==> src/rtl/seq_pkg.sv <==
// Package: shared types for the instruction sequencer.
// Assumes byte addressing and instructions aligned to halfwords.
package seq_pkg;

    // Branch kind: bit 0 = condition tested, bit 1 = link requested
    typedef enum logic [1:0] {
        BK_NONE  = 2'b00,
        BK_COND  = 2'b01,
        BK_LINK  = 2'b10,
        BK_CLINK = 2'b11
    } br_kind_e;

    localparam int unsigned HW_BYTES = 2;

endpackage

==> src/rtl/seq_len_decode.sv <==
// Module: seq_len_decode
// Turns the two top opcode bits into a halfword count (ilc) and a
// byte length of width AW. Assumes encoding 00->1, 01/10->2, 11->3.
module seq_len_decode #(
    parameter int unsigned AW = 24
) (
    input  logic [1:0]    opc_len,
    output logic [1:0]    ilc,
    output logic [AW-1:0] byte_len
);
    import seq_pkg::*;

    // Map the length code to a halfword count
    always_comb begin
        unique case (opc_len)
            2'b00:   ilc = 2'd1;
            2'b11:   ilc = 2'd3;
            default: ilc = 2'd2;
        endcase
    end

    // Scale halfwords to bytes
    always_comb begin
        byte_len = AW'(ilc) * AW'(HW_BYTES);
    end

endmodule

==> src/rtl/seq_cond_eval.sv <==
// Module: seq_cond_eval
// Selects one mask bit per condition-code value. The most significant
// mask bit belongs to code 0, the least significant to the highest code.
// Assumes MW = 2**CCW.
module seq_cond_eval #(
    parameter int unsigned CCW = 2,
    localparam int unsigned MW = 1 << CCW
) (
    input  logic [MW-1:0]  mask,
    input  logic [CCW-1:0] cc,
    output logic           hit
);
    logic [MW-1:0] sel;

    // One comparator per mask bit
    for (genvar i = 0; i < MW; i++) begin : g_sel
        always_comb begin
            sel[i] = mask[i] && (cc == CCW'(MW - 1 - i));
        end
    end

    // Condition met when the selected bit is set
    always_comb begin
        hit = |sel;
    end

endmodule

==> src/rtl/seq_target_sel.sv <==
// Module: seq_target_sel
// Picks the branch target or the sequential address. Refuses odd
// targets and raises spec_err instead. Assumes want_branch already
// combines kind and condition.
module seq_target_sel #(
    parameter int unsigned AW = 24
) (
    input  logic          want_branch,
    input  logic [AW-1:0] target,
    input  logic [AW-1:0] seq_addr,
    output logic [AW-1:0] next_addr,
    output logic          taken,
    output logic          spec_err
);
    // Alignment trap and taken decision
    always_comb begin
        spec_err = want_branch && target[0];
        taken    = want_branch && !target[0];
    end

    // Address multiplexer
    always_comb begin
        next_addr = taken ? target : seq_addr;
    end

endmodule

==> src/rtl/instr_sequencer.sv <==
// Module: instr_sequencer (top)
// Holds the current instruction address and computes the next one from
// the length code, branch kind, mask, condition code and target.
// Assumes RESET_ADDR is even; sums wrap modulo 2**AW.
module instr_sequencer #(
    parameter int unsigned  AW         = 24,
    parameter int unsigned  CCW        = 2,
    parameter logic [AW-1:0] RESET_ADDR = 24'h000400,
    localparam int unsigned MW         = 1 << CCW
) (
    input  logic           clk,
    input  logic           rst_n,
    input  logic           inst_valid,
    input  logic [1:0]     opc_len,
    input  logic [1:0]     br_kind,
    input  logic [MW-1:0]  mask,
    input  logic [CCW-1:0] cc,
    input  logic [AW-1:0]  target,
    output logic [AW-1:0]  cur_addr,
    output logic [AW-1:0]  next_addr,
    output logic           taken,
    output logic [AW-1:0]  link_addr,
    output logic [1:0]     ilc,
    output logic           spec_err
);
    import seq_pkg::*;

    logic [AW-1:0] byte_len;
    logic [AW-1:0] seq_addr;
    logic          cond_hit;
    logic          want_branch;
    br_kind_e      kind;

    seq_len_decode #(.AW(AW)) u_len (
        .opc_len  (opc_len),
        .ilc      (ilc),
        .byte_len (byte_len)
    );

    seq_cond_eval #(.CCW(CCW)) u_cond (
        .mask (mask),
        .cc   (cc),
        .hit  (cond_hit)
    );

    // Sequential address, wrapping at the address width
    always_comb begin
        seq_addr  = cur_addr + byte_len;
        link_addr = seq_addr;
    end

    // Branch request from kind and condition
    always_comb begin
        kind = br_kind_e'(br_kind);
        unique case (kind)
            BK_NONE:  want_branch = 1'b0;
            BK_LINK:  want_branch = 1'b1;
            default:  want_branch = cond_hit;
        endcase
    end

    seq_target_sel #(.AW(AW)) u_sel (
        .want_branch (want_branch),
        .target      (target),
        .seq_addr    (seq_addr),
        .next_addr   (next_addr),
        .taken       (taken),
        .spec_err    (spec_err)
    );

    // Current-address register
    always_ff @(posedge clk) begin
        if (!rst_n)          cur_addr <= RESET_ADDR;
        else if (inst_valid) cur_addr <= next_addr;
    end


    pc_load_chk: assert property (@(posedge clk) disable iff (!rst_n)
        inst_valid |=> cur_addr == $past(next_addr));

    pc_hold_chk: assert property (@(posedge clk) disable iff (!rst_n)
        !inst_valid |=> $stable(cur_addr));

    taken_even_chk: assert property (@(posedge clk) disable iff (!rst_n)
        taken |-> (next_addr == target) && !target[0]);

    spec_excl_chk: assert property (@(posedge clk) disable iff (!rst_n)
        spec_err |-> !taken && (next_addr == link_addr));

    mask_zero_chk: assert property (@(posedge clk) disable iff (!rst_n)
        (br_kind[0] && mask == '0) |-> !taken && !spec_err);

    link_take_chk: assert property (@(posedge clk) disable iff (!rst_n)
        (br_kind == 2'b10 && !target[0]) |-> taken);

    seq_step_chk: assert property (@(posedge clk) disable iff (!rst_n)
        (br_kind == 2'b00) |-> next_addr == link_addr);

endmodule

==> config.mk <==
export PLATFORM = sky130hd
export DESIGN_NAME = instr_sequencer
export DESIGN_NICKNAME = d
export VERILOG_FILES = /design/src/rtl/seq_pkg.sv /design/src/rtl/seq_len_decode.sv /design/src/rtl/seq_cond_eval.sv /design/src/rtl/seq_target_sel.sv /design/src/rtl/instr_sequencer.sv
export SDC_FILE = /design/constraint.sdc
export NUM_CORES = 1
export LEC_CHECK = 0
export CAP_MARGIN = 30
export CELL_PAD_IN_SITES_DETAIL_PLACEMENT = 2
export CELL_PAD_IN_SITES_GLOBAL_PLACEMENT = 2
export CORE_UTILIZATION = 27
export CTS_BUF_LIST = sky130_fd_sc_hd__clkbuf_2 sky130_fd_sc_hd__clkbuf_4 sky130_fd_sc_hd__clkbuf_8
export DETAILED_ROUTE_END_ITERATION = 16
export PLACE_DENSITY = 0.91
export SYNTH_ARGS = -nofsm -noshare
export SYNTH_HDL_FRONTEND = slang
export SYNTH_HIERARCHICAL = 1
export SYNTH_SLANG_ARGS = --single-unit
==> constraint.sdc <==
create_clock -name clk -period 13.9 [get_ports clk]
set_input_delay 3.475 -clock clk [delete_from_list [all_inputs] [get_ports clk]]
set_output_delay 3.475 -clock clk [all_outputs]
set_load 0.01 [all_outputs]
After elaboration in Yosys (flattened, before gate mapping). Cells that the tools add are included.

Add/subtract/negate cells: 1. Equal/unequal tests: 5. Mux-type cells: 3. Reduce and logical (&&, ||, !) cells: 11.

Operator list (count): $add A24 B3 Y24 (1); $mux W24 (1); $eq A2 B2 Y1 const B (4); $logic_and A1 B1 Y1 (6); $logic_not A2 Y1 (3); $pmux W2 S2 (1); $reduce_or A4 Y1 (1); $eq A2 B1 Y1 const B (1); $pmux W1 S2 (1); $logic_not A1 Y1 (1).

Register bits: 24. Input bits: 37.

Longest topological paths before layout.
Depth after elaboration: 6. Mapped depth: 13. Gate-level depth less buffers: 13.

Cells and area by module. The synthesis kept the hierarchy.

Modules (own cells, without submodules): instr_sequencer (times used 1, cells an instance 244, area an instance 2125.8 µm²); seq_target_sel (times used 1, cells an instance 30, area an instance 390.4 µm²); seq_len_decode (times used 1, cells an instance 30, area an instance 211.5 µm²); seq_cond_eval (times used 1, cells an instance 1, area an instance 22.5 µm²).

Worst setup path after synthesis. No wires, ideal clock.

Path type: in2out. Start point: input opc_len[0]. End point: output next_addr[20]. Arrival: 5.854 ns. Path slack: 4.571 ns. Stages: 11. Path buffers: 0. Cells stage by stage: inv_1 > ha_1 > inv_1 > fa_1 > a211oi_1 > o21bai_1 > or3_1 > a31o_1 > o21a_1 > xor2_1 > mux2_4.

Longest elaborated chain between the ends: 4. Elaborated cells between the ends (all ways): 5. Classes of those cells: add/sub (1); eq/ne (1); mux (2); reduce/logical (1).

RTL lines: from (decl) (line instr_sequencer.sv:14) `input logic [1:0] opc_len,`; $eq A2 B2 Y1 or $logic_not A2 Y1 (tied branches) (line seq_len_decode.sv:15) `unique case (opc_len)`; $pmux W2 S2 (*) (line seq_len_decode.sv:15); net byte_len[1] (line instr_sequencer.sv:28) `logic [AW-1:0] byte_len;`; $add A24 B3 Y24 (*) (line instr_sequencer.sv:48) `seq_addr = cur_addr + byte_len;`; net link_addr[20] (line instr_sequencer.sv:22) `output logic [AW-1:0] link_addr,`; $mux W24 (*) (line seq_target_sel.sv:23) `next_addr = taken ? target : seq_addr;`; to (decl) (line instr_sequencer.sv:20) `output logic [AW-1:0] next_addr,`.

Mark *: on every way through the listed nets, which the timed path passes. The rest lies on a longest branch.

Final worst setup path.
Start point: input opc_len[0]. End point: output next_addr[20].

Longest elaborated chain between the ends: 4. Elaborated cells between the ends (all ways): 5. Classes of those cells: add/sub (1); eq/ne (1); mux (2); reduce/logical (1).

RTL lines (line): $eq A2 B2 Y1 or $logic_not A2 Y1 (tied branches) (seq_len_decode.sv:15); $pmux W2 S2 (*) (seq_len_decode.sv:15); $add A24 B3 Y24 (*) (instr_sequencer.sv:48); $mux W24 (*) (seq_target_sel.sv:23).

Every way passes the cells marked *; elsewhere a longest branch is shown, timed or not.

==> out/summary.txt <==
status: finished, final reports clean
vias per inst: 4.839
total gr overflow: 0
dominant synthesized flop cell: dfxtp_1
Hold Path Class: reg -> reg
CTS Hold Bufs: 0
clk buf depth: 2
DP Worst Slack: 3484 ps
Top Registers: cur_addr x24
Crit path largest cell delay: 480 ps
max FFs per register: 24
critical path class: in -> out
postcts setup bufs: 0
most common cell after layout, fill and taps aside: clkdlybuf4s50_1
via count: 2608
Antenna Nets Post-Route: 0
max-slew violations: 0
die height: 102.9 um
Worst Skew: 2.519 ps
nets: 470
Clk Latency, worst-skew pair: 270 ps
max-cap violations: 0
number of synthesized flops with an enable pin: 0
Fmax: 96.00 MHz
critical path's top delay family: buffers and inverters
asr flop ratio synth: 0%
First DRT Iteration DRCs: 39
ant diodes: 0
cts repair resizes: 0
port bufs: 112
DRT met1 WL: 3867 um
synth unique cells: 53
crit path cell chain: clkdlybuf4s50_1 > inv_1 > ha_1 > inv_1 > fa_1 > a211oi_1 > o21bai_1 > or3_1 > a31o_1 > o21a_1 > xor2_1 > mux2_4 > clkdlybuf4s50_1
Design Power: 501.1 uW
RSZ-0062 raised after global routing: no
clock sinks: 24
Worst VDD drop: 0.05688 mV
core area: 9819 um2
die area: 10590 um2
Leak: 1.758 nW
setup_tns: 0 ps
fraction of layout cells with a size suffix above 1: 9.360%
first-pass GRT wire length: 14480 um
worst slew pin tran: 808.1 ps
metal3 WL: 369 um
Largest Register: cur_addr
Syn Area/Cell: 9.017 um2
clock transition time at the flip-flop clock pins of the worst setup and hold paths: 90 ps
DR WL met2: 4946 um
root buffer cell: clkbuf_8
Critical Path Source Type: primary input
DP HPWL: 7561 um
Worst Hold Margin: 542.0 ps
sequential area share after synthesis: 17.47%
TritonCTS clock tree: built
PD cells: 128.5 nW/um2
final worst slack: 3483 ps
Ports: 113
Max-slew headroom: 45.96%
Total Routing Usage GR: 17.45%
Top Layer Used: met4
vias in the first global route: 2868
Synth Instances: 305
Layout area overhead: 41.81%
gpl congestion: 0.7940
first-pass detailed-route iteration total: 2
row cnt: 36
CP max FO: 3
initial antenna violation count: 0
CP bufs+invs: 4
starting density of the core: 28.01%
largest net degree at the start of global routing: 26
mapped cell area: 2750 um2
fin crit share: 74.94%
CTS buffer count: 3
Die W: 102.9 um
# setup viols final: 0
r2r setup slk: 11020 ps
commonest non-fill, non-tap cells in the layout: clkdlybuf4s50_1, nor2b_1, mux2i_1, ha_1, dfxtp_1
DRC Markers: 0
post-DR wirelength/cell: 17.10 um
Setup crit end kind: output pin
required time of the critical path: 10430 ps
Yosys warning count: 6
final WL: 9219 um
Yosys reg bits: 24
Fin. Hold Viols: 0
Final min period: 10420 ps
crit path DAT: 6940 ps
Max H-tree Level: 1
slowest cell on the critical path: clkdlybuf4s50_1
synthesized netlist by cell type, types with 3 or more instances:
library cell	n	area share [%]
a211oi_1	4	1.1
a21o_1	12	3.3
a21oi_1	14	2.5
buf_4	24	6.6
buf_6	4	1.6
clkbuf_1	6	0.82
dfxtp_1	24	17
ha_1	24	11
inv_1	10	1.4
mux2_2	6	2.5
mux2_4	18	9.8
mux2i_1	24	8.7
nand2_1	16	2.2
nand3_1	3	0.55
nand4_1	4	0.91
nor2_1	10	1.4
nor2b_1	25	5.7
nor3_1	4	0.73
o211ai_1	3	0.82
o21ai_0	7	1.3
o21bai_1	5	1.4
or2_2	3	0.68
xnor2_1	14	4.5
xor2_1	5	1.6
cells by family after synthesis:
logic type,synth area share (%)
buffers and inverters,10.55
XOR/XNOR,6.051
multiplexers,21.84
AO/OA/AOI/OAI,18.34
other,0.1364
AND/OR/NAND/NOR,13.97
flip-flops,17.47
adder cells (fa/ha/maj),11.65
tightest hold or removal path, delay by kind of cell, from the launching register on:
family | cells | cell delay [ps]
muxes | 1 | 80
and+or+nand+nor | 1 | 60
DFF | 1 | 380
per-layer routing:
layer | up-vias | GRT usage (%)
li1 | 1255 | -
met1 | 1285 | 19.62
met2 | 63 | 35.08
met3 | 5 | 2.576
met4 | 0 | 2.167
met5 | - | 0
through the flow:
step,instances,utilization (%),area [um2]
floorplan,326,-,2829
global placement,536,39.30,3859
detailed placement,536,39.30,3859
CTS,539,39.72,3900
global route,539,39.72,3900
finish,539,39.72,3900
layout make-up:
type | instances | area (um2)
Clock buffer | 3 | 41.29
Fill cell | 1121 | 5919
Inverter | 10 | 37.54
Multi-Input combinational cell | 257 | 2058
Sequential cell | 24 | 480.5
Tap cell | 133 | 166.4
Timing Repair Buffer | 112 | 1116
path summary, 6_finish.rpt:
kind | startpoint | end | cells past startpoint
setup / recovery | opc_len[0] | next_addr[20] | 13
hold / removal | cur_addr[10] | cur_addr[10] | 2
setup reg to reg | cur_addr[1] | cur_addr[20] | 10
hold reg to reg | cur_addr[10] | cur_addr[10] | 2
power breakdown:
group          switching [mW]  leakage [nW]  total, mW  internal, mW
logic                   0.166          1.54      0.366         0.200
clock network          0.0248        0.0216     0.0442        0.0195
registers              0.0108         0.198     0.0906        0.0798
total                   0.202          1.76      0.501         0.299
Power figures use the tool's default switching activity.
